==> config.mk <==
export PLATFORM = sky130hd
export DESIGN_NAME = gpio_port_ctrl
export DESIGN_NICKNAME = d
export VERILOG_FILES = /design/src/rtl/gpio_port_pkg.sv /design/src/rtl/gpio_addr_decode.sv /design/src/rtl/gpio_reg_bank.sv /design/src/rtl/gpio_clk_edge.sv /design/src/rtl/gpio_read_mux.sv /design/src/rtl/gpio_port_ctrl.sv
export SDC_FILE = /design/constraint.sdc
export NUM_CORES = 2
export LEC_CHECK = 0
export CELL_PAD_IN_SITES_DETAIL_PLACEMENT = 0
export CELL_PAD_IN_SITES_GLOBAL_PLACEMENT = 1
export CORE_AREA = 3 3 367 369
export DETAILED_ROUTE_END_ITERATION = 10
export DIE_AREA = 0 0 370 372
export PLACE_DENSITY = 0.6
export REMOVE_ABC_BUFFERS = 1
export SYNTH_ARGS = -nofsm -noshare
export SYNTH_HDL_FRONTEND = slang
export SYNTH_SLANG_ARGS = --single-unit
==> constraint.sdc <==
create_clock -name clk -period 3.1 [get_ports clk]
set_clock_uncertainty 0.2 [all_clocks]
set_input_delay 0.62 -clock clk [delete_from_list [all_inputs] [get_ports clk]]
set_output_delay 0.62 -clock clk [all_outputs]
set_load 0.02 [all_outputs]
==> src/rtl/gpio_port_pkg.sv <==
// Package: shared register indices for the GPIO port controller.
// Assumes a word-addressed window in which the six port registers sit at
// fixed word indices; every other word in the window is plain storage.
package gpio_port_pkg;

    localparam int IDX_PA_OUT = 0;
    localparam int IDX_PA_IN  = 1;
    localparam int IDX_PA_OE  = 2;
    localparam int IDX_PD_OUT = 16;
    localparam int IDX_PD_IN  = 17;
    localparam int IDX_PD_OE  = 18;

    // True for the read-only input-view words, which hold no storage.
    function automatic logic is_input_word(int w);
        return (w == IDX_PA_IN) || (w == IDX_PD_IN);
    endfunction

endpackage

==> src/rtl/gpio_addr_decode.sv <==
// Module: turns a byte address into a word index and a validity flag.
// Assumes only whole-word accesses are legal: an address with low bits set,
// or one past the last word of the window, is flagged invalid.
module gpio_addr_decode #(
    parameter int ADDR_W = 8,
    parameter int NWORDS = 23,
    parameter int IDX_W  = 5
) (
    input  logic [ADDR_W-1:0] addr_i,
    output logic [IDX_W-1:0]  idx_o,
    output logic              valid_o
);

    logic [ADDR_W-3:0] word_addr;

    // Split the byte address into its word part and check the bounds.
    always_comb begin
        word_addr = addr_i[ADDR_W-1:2];
        idx_o     = word_addr[IDX_W-1:0];
        valid_o   = (addr_i[1:0] == 2'b00) && (int'(word_addr) < NWORDS);
    end

endmodule

==> src/rtl/gpio_reg_bank.sv <==
// Module: the storage words of the register window.
// Assumes one write per cycle. The input-view words hold no flops and
// read as zero here; the read mux builds their value instead.
module gpio_reg_bank
    import gpio_port_pkg::*;
#(
    parameter int DATA_W = 32,
    parameter int NWORDS = 23,
    parameter int IDX_W  = 5
) (
    input  logic                           clk,
    input  logic                           rst_n,
    input  logic                           wr_en_i,
    input  logic [IDX_W-1:0]               wr_idx_i,
    input  logic [DATA_W-1:0]              wr_data_i,
    output logic [NWORDS-1:0][DATA_W-1:0]  words_o
);

    for (genvar w = 0; w < NWORDS; w++) begin : g_word
        if (is_input_word(w)) begin : g_ro
            assign words_o[w] = '0;
        end else begin : g_rw
            logic [DATA_W-1:0] q;
            // Capture write data when this word is addressed.
            always_ff @(posedge clk) begin
                if (!rst_n) begin
                    q <= '0;
                end else if (wr_en_i && (wr_idx_i == IDX_W'(w))) begin
                    q <= wr_data_i;
                end
            end
            assign words_o[w] = q;
        end
    end

endmodule

==> src/rtl/gpio_clk_edge.sv <==
// Module: raises a one-cycle event when a write changes the sensor clock bit.
// Assumes the caller passes the write strobe for the port D output word,
// the clock bit being written and the clock bit currently stored.
module gpio_clk_edge (
    input  logic clk,
    input  logic rst_n,
    input  logic wr_i,
    input  logic new_level_i,
    input  logic old_level_i,
    output logic edge_o
);

    // Pulse when the written clock level differs from the stored one.
    always_ff @(posedge clk) begin
        if (!rst_n) begin
            edge_o <= 1'b0;
        end else begin
            edge_o <= wr_i && (new_level_i != old_level_i);
        end
    end

endmodule

==> src/rtl/gpio_read_mux.sv <==
// Module: builds the value returned for a read of any word.
// Assumes input views combine the enabled outputs with one external pin each.
// Storage words return their content, and invalid addresses return zero.
module gpio_read_mux
    import gpio_port_pkg::*;
#(
    parameter int DATA_W  = 32,
    parameter int NWORDS  = 23,
    parameter int IDX_W   = 5,
    parameter int RDY_BIT = 7,
    parameter int SDI_BIT = 4
) (
    input  logic [NWORDS-1:0][DATA_W-1:0] words_i,
    input  logic [IDX_W-1:0]              idx_i,
    input  logic                          valid_i,
    input  logic                          nand_rdy_i,
    input  logic                          sens_sdi_i,
    output logic [DATA_W-1:0]             value_o
);

    logic [DATA_W-1:0] pa_view;
    logic [DATA_W-1:0] pd_view;

    // Enabled outputs merged with the external pin of each port.
    always_comb begin
        pa_view          = words_i[IDX_PA_OUT] & words_i[IDX_PA_OE];
        pa_view[RDY_BIT] = pa_view[RDY_BIT] | nand_rdy_i;
        pd_view          = words_i[IDX_PD_OUT] & words_i[IDX_PD_OE];
        pd_view[SDI_BIT] = pd_view[SDI_BIT] | sens_sdi_i;
    end

    // Select the returned word from the decoded index.
    always_comb begin
        value_o = '0;
        if (valid_i) begin
            if (idx_i == IDX_W'(IDX_PA_IN)) begin
                value_o = pa_view;
            end else if (idx_i == IDX_W'(IDX_PD_IN)) begin
                value_o = pd_view;
            end else begin
                value_o = words_i[idx_i];
            end
        end
    end

endmodule

==> src/rtl/gpio_port_ctrl.sv <==
// Module: top of the GPIO port controller.
// Decodes strobe accesses into a word window. Drives the port pads, the
// flash control lines and the bit-banged sensor lines from the stored
// words, and returns the merged input views on reads.
// Assumes a single-cycle strobe; read data is registered and valid the
// cycle after the strobe.
module gpio_port_ctrl
    import gpio_port_pkg::*;
#(
    parameter int DATA_W       = 32,
    parameter int ADDR_W       = 8,
    parameter int WINDOW_BYTES = 92,
    parameter int RDY_BIT      = 7,
    parameter int ALE_BIT      = 6,
    parameter int CLE_BIT      = 5,
    parameter int CE_BIT       = 4,
    parameter int SCLK_BIT     = 1,
    parameter int SDO_BIT      = 4,
    parameter int SDI_BIT      = 4
) (
    input  logic              clk,
    input  logic              rst_n,
    input  logic              bus_sel,
    input  logic              bus_we,
    input  logic [ADDR_W-1:0] bus_addr,
    input  logic [DATA_W-1:0] bus_wdata,
    output logic [DATA_W-1:0] bus_rdata,
    input  logic              nand_rdy,
    input  logic              sens_sdo,
    output logic              nand_ale,
    output logic              nand_cle,
    output logic              nand_ce,
    output logic              sens_clk,
    output logic              sens_mosi,
    output logic              sens_edge,
    output logic [DATA_W-1:0] pa_dout,
    output logic [DATA_W-1:0] pa_oe,
    output logic [DATA_W-1:0] pd_dout,
    output logic [DATA_W-1:0] pd_oe
);

    localparam int NWORDS = WINDOW_BYTES / 4;
    localparam int IDX_W  = $clog2(NWORDS);

    logic [IDX_W-1:0]              word_idx;
    logic                          addr_ok;
    logic                          wr_en;
    logic                          rd_en;
    logic                          wr_pd_out;
    logic [NWORDS-1:0][DATA_W-1:0] words;
    logic [DATA_W-1:0]             rd_value;

    gpio_addr_decode #(
        .ADDR_W (ADDR_W),
        .NWORDS (NWORDS),
        .IDX_W  (IDX_W)
    ) u_dec (
        .addr_i  (bus_addr),
        .idx_o   (word_idx),
        .valid_o (addr_ok)
    );

    // Qualify the strobe into write and read enables.
    always_comb begin
        wr_en     = bus_sel && bus_we && addr_ok;
        rd_en     = bus_sel && !bus_we;
        wr_pd_out = wr_en && (word_idx == IDX_W'(IDX_PD_OUT));
    end

    gpio_reg_bank #(
        .DATA_W (DATA_W),
        .NWORDS (NWORDS),
        .IDX_W  (IDX_W)
    ) u_bank (
        .clk       (clk),
        .rst_n     (rst_n),
        .wr_en_i   (wr_en),
        .wr_idx_i  (word_idx),
        .wr_data_i (bus_wdata),
        .words_o   (words)
    );

    gpio_clk_edge u_edge (
        .clk         (clk),
        .rst_n       (rst_n),
        .wr_i        (wr_pd_out),
        .new_level_i (bus_wdata[SCLK_BIT]),
        .old_level_i (words[IDX_PD_OUT][SCLK_BIT]),
        .edge_o      (sens_edge)
    );

    gpio_read_mux #(
        .DATA_W  (DATA_W),
        .NWORDS  (NWORDS),
        .IDX_W   (IDX_W),
        .RDY_BIT (RDY_BIT),
        .SDI_BIT (SDI_BIT)
    ) u_rmux (
        .words_i    (words),
        .idx_i      (word_idx),
        .valid_i    (addr_ok),
        .nand_rdy_i (nand_rdy),
        .sens_sdi_i (sens_sdo),
        .value_o    (rd_value)
    );

    // Register read data on a read strobe; hold it otherwise.
    always_ff @(posedge clk) begin
        if (!rst_n) begin
            bus_rdata <= '0;
        end else if (rd_en) begin
            bus_rdata <= rd_value;
        end
    end

    // Map the stored words onto pads and device control lines.
    always_comb begin
        pa_dout   = words[IDX_PA_OUT];
        pa_oe     = words[IDX_PA_OE];
        pd_dout   = words[IDX_PD_OUT];
        pd_oe     = words[IDX_PD_OE];
        nand_ale  = words[IDX_PA_OUT][ALE_BIT];
        nand_cle  = words[IDX_PA_OUT][CLE_BIT];
        nand_ce   = words[IDX_PA_OUT][CE_BIT];
        sens_clk  = words[IDX_PD_OUT][SCLK_BIT];
        sens_mosi = words[IDX_PD_OUT][SDO_BIT];
    end

endmodule

==> impl_metrics.csv <==
group,metric,value,unit
drt,drcViolationCount,0,
synth,synthDistinctLibCells,61,
worst_setup_path,crit_family,"buffers and inverters",
synth,yosys.cell_count.top_type,"nand2_1",
clocking,insertion_delay,0.66,ns
placed_design,place.gp.congestion,0.8102,
die,rows,133,
synth,synthArstFlopShare,0,%
die,boundaryPins,212,
layout,multi_input_area,0.01679,mm²
synth,synthTopCellsByCount,"nand2_1 (1,327), dfxtp_1 (705), a21boi_0 (535)",
layout,drive_above_1_share,11.99,%
power,leakage,12.99,nW
worst_setup_path,rr_startpoint,"u_bank.g_word[15].g_rw.q[7]$_SDFFE_PN0P_",
die,initial_core_util,24.95,%
drt,ant_nets,0,
layout,regArea,0.01411,mm²
sta,hold_violations,0,
sta,rsz0062_at_grt,"no",
die,die_w,370,µm
worst_setup_path,crit_path_start_kind,"register",
placed_design,pre_cts_ws,0.03706,ns
placed_design,numPortBuffers,211,
worst_setup_path,crit_chain,"clkdlybuf4s50_1",
global_routing,grt_max_degree,144,
synth,avgSynthCellArea,8.518,µm²
synth,synthFlopType,"dfxtp_1",
sta,finalCritPeriodShare,90.75,%
power,power_density,497.6,mW/mm²
worst_setup_path,critPathBufInv,1,
synth,syn_inst,3850,
synth,ys_warn_count,0,
layout,n_fill_cell,13815,
die,die_h,372,µm
worst_setup_path,r2r-end,"bus_rdata[7]$_SDFFE_PN0P_",
layout,diodes,0,
clocking,cts_buffers,80,
worst_setup_path,crit_slowest_cell,"clkdlybuf4s50_1",
worst_setup_path,path_max_fanout,4,
global_routing,grt_pass1_wl,191.3,mm
worst_setup_path,worstSetupPathType,"register to primary output",
clocking,post_cts_resized,0,
clocking,cts-root-buf,"clkbuf_16",
worst_setup_path,reg2reg_depth,4,
synth,synth_area_leaders,"dfxtp_1 (43%), nand2_1 (15%), a21boi_0 (12%)",
synth,post-synth-top-area-fraction,43.04,%
power,ir_worst_vdd,0.3200,mV
worst_setup_path,worstPathArrival,1.99,ns
drt,drt_iter0_drc,2443,
synth,synth_top_area_cell,"dfxtp_1",
power,total_power,20.04,mW
global_routing,grt_overflow,0,
worst_setup_path,cp_data_required_time,2.28,ns
sta,tightest_slew,0.7665,ns
placed_design,place_inst,5626,
worst_setup_path,critical_path.endpoint,"pa_dout[25]",
clocking,cts.clk_slew.worst_paths,0.06,ns
drt,dr.pass1.iters,5,
sta,relSlewSlack,48.74,%
min_path,hold_path.class,"input pin to register",
global_routing,antenna_found_initial,2,
global_routing,grt_usage,18.32,%
die,die-area,0.1376,mm²
run_status,status,"finished, final reports clean",
placed_design,dp_hpwl,83.43,mm
clocking,tritoncts,"built",
layout,syn2layout_area_growth,22.80,%
sta,finalMaxSlewViolations,0,
clocking,htreeDepth,3,
clocking,post_cts_buffers,0,
synth,synth_edf_count,0,
clocking,clk_path_buf_depth,3,
drt,vias,28013,
worst_setup_path,critPathLaunch,"u_bank.g_word[0].g_rw.q[25]$_SDFFE_PN0P_",
job,cap_violations,0,
die,fp.coreArea,0.1315,mm²
synth,ys_seq_area_share,43.04,%
global_routing,grt_pass1_vias,27153,
layout,stdcell_count,5767,
worst_setup_path,slowest_delay,0.81,ns
sta,setup_viol,0,
drt,routedWlPerCell,22.39,µm
clocking,cts.sink_count,705,
synth,synth_area,0.03280,mm²
worst_setup_path,rrSetupSlack,1.05,ns
layout,final_nets,3999,
worst_setup_path,end_kind,"primary output",
sta,min_period,2.813,ns
worst_setup_path,cp_num_cells,1,
drt,drt_wl_total,129.1,mm
synth,ys_ff_latch,705,
clocking,cts_hold_buffers,0,
sta,fin_setup_tns,0,ns
drt,via_per_inst,4.857,
sta,finalWorstSetupSlack,0.2868,ns
sta,fmax,0.3555,GHz
where the power goes:
group / internal [mW] / leakage [nW] / total (mW) / switching (mW)
clock: 5.60 / 1.30 / 9.69 / 4.10
combinational: 0.447 / 6.01 / 1.27 / 0.827
sequential: 9.07 / 5.68 / 9.07 / 0.00599
total: 15.1 / 13.0 / 20.0 / 4.93
metrics by stage:
step / instance area, µm² / hold WS (ns) / utilization (%)
after floorplan: 30870 / 0.2304 / -
after global placement: 37650 / 0.2375 / 28.64
after detailed placement: 37650 / 0.2416 / 28.64
after CTS: 40270 / 0.1235 / 30.63
after global routing: 40270 / 0.1542 / 30.63
final: 40270 / 0.1623 / 30.63
routing by layer:
metal	track usage (%)	vias up	share of wire (%)
li1	-	13326	-
met1	25.60	13849	47
met2	30.17	717	47
met3	2.301	119	5.0
met4	3.817	2	1.6
met5	0	-	0.010
flip-flops by register name (all words and copies together), names as in the netlist:
signal and cells:
u_bank.g_word.g_rw.q 672, bus_rdata 32, u_edge.edge_o 1
cell type report:
type / instances / share of cell area, %
Multi-Input combinational cell: 2735 / 41.70
Sequential cell: 705 / 35.04
Timing Repair Buffer: 426 / 11.24
Clock buffer: 112 / 5.698
Tap cell: 1755 / 5.452
Clock inverter: 29 / 0.8171
Inverter: 5 / 0.04971
placed cells by master (no fill, tap or decap), types with 14 or more instances in the layout:
cell and instances:
a21boi_0 535, a21boi_1 105, buf_4 151, nor2b_1 46, o21ai_0 23, clkbuf_16 82
mux4_2 78, a21oi_1 62, mux2i_1 110, clkbuf_1 17, a32o_1 30, and3_1 34
nand3_1 54, a221oi_1 37, nor2_1 41, o221ai_1 14, dfxtp_1 705, clkinv_2 18
nand2_1 1325, mux2_2 36, o31ai_1 36, a22oi_1 20, buf_12 64, clkdlybuf4s50_1 205
a31oi_1 25, nand4_1 15
cell families after synthesis:
logic type / synth area share, %
compound gates: 21.50
xor+xnor: 0.02671
buf+inv: 5.914
flops: 43.04
mux: 10.27
simple gates: 19.26
worst min path at each step:
stage | start | endpoint | slack (ns) | cells after the start
global placement | u_bank.g_word[14].g_rw.q[4]$_SDFFE_PN0P_ | u_bank.g_word[14].g_rw.q[4]$_SDFFE_PN0P_ | 0.24 | 2
global route | rst_n | bus_rdata[11]$_SDFFE_PN0P_ | 0.15 | 3
finish | rst_n | u_bank.g_word[18].g_rw.q[27]$_SDFFE_PN0P_ | 0.16 | 2
detailed placement | u_bank.g_word[6].g_rw.q[5]$_SDFFE_PN0P_ | u_bank.g_word[6].g_rw.q[5]$_SDFFE_PN0P_ | 0.24 | 2
floorplan | u_bank.g_word[6].g_rw.q[10]$_SDFFE_PN0P_ | u_bank.g_word[6].g_rw.q[10]$_SDFFE_PN0P_ | 0.23 | 2
CTS | rst_n | bus_rdata[5]$_SDFFE_PN0P_ | 0.12 | 3
(Power assumes the default switching activity.)
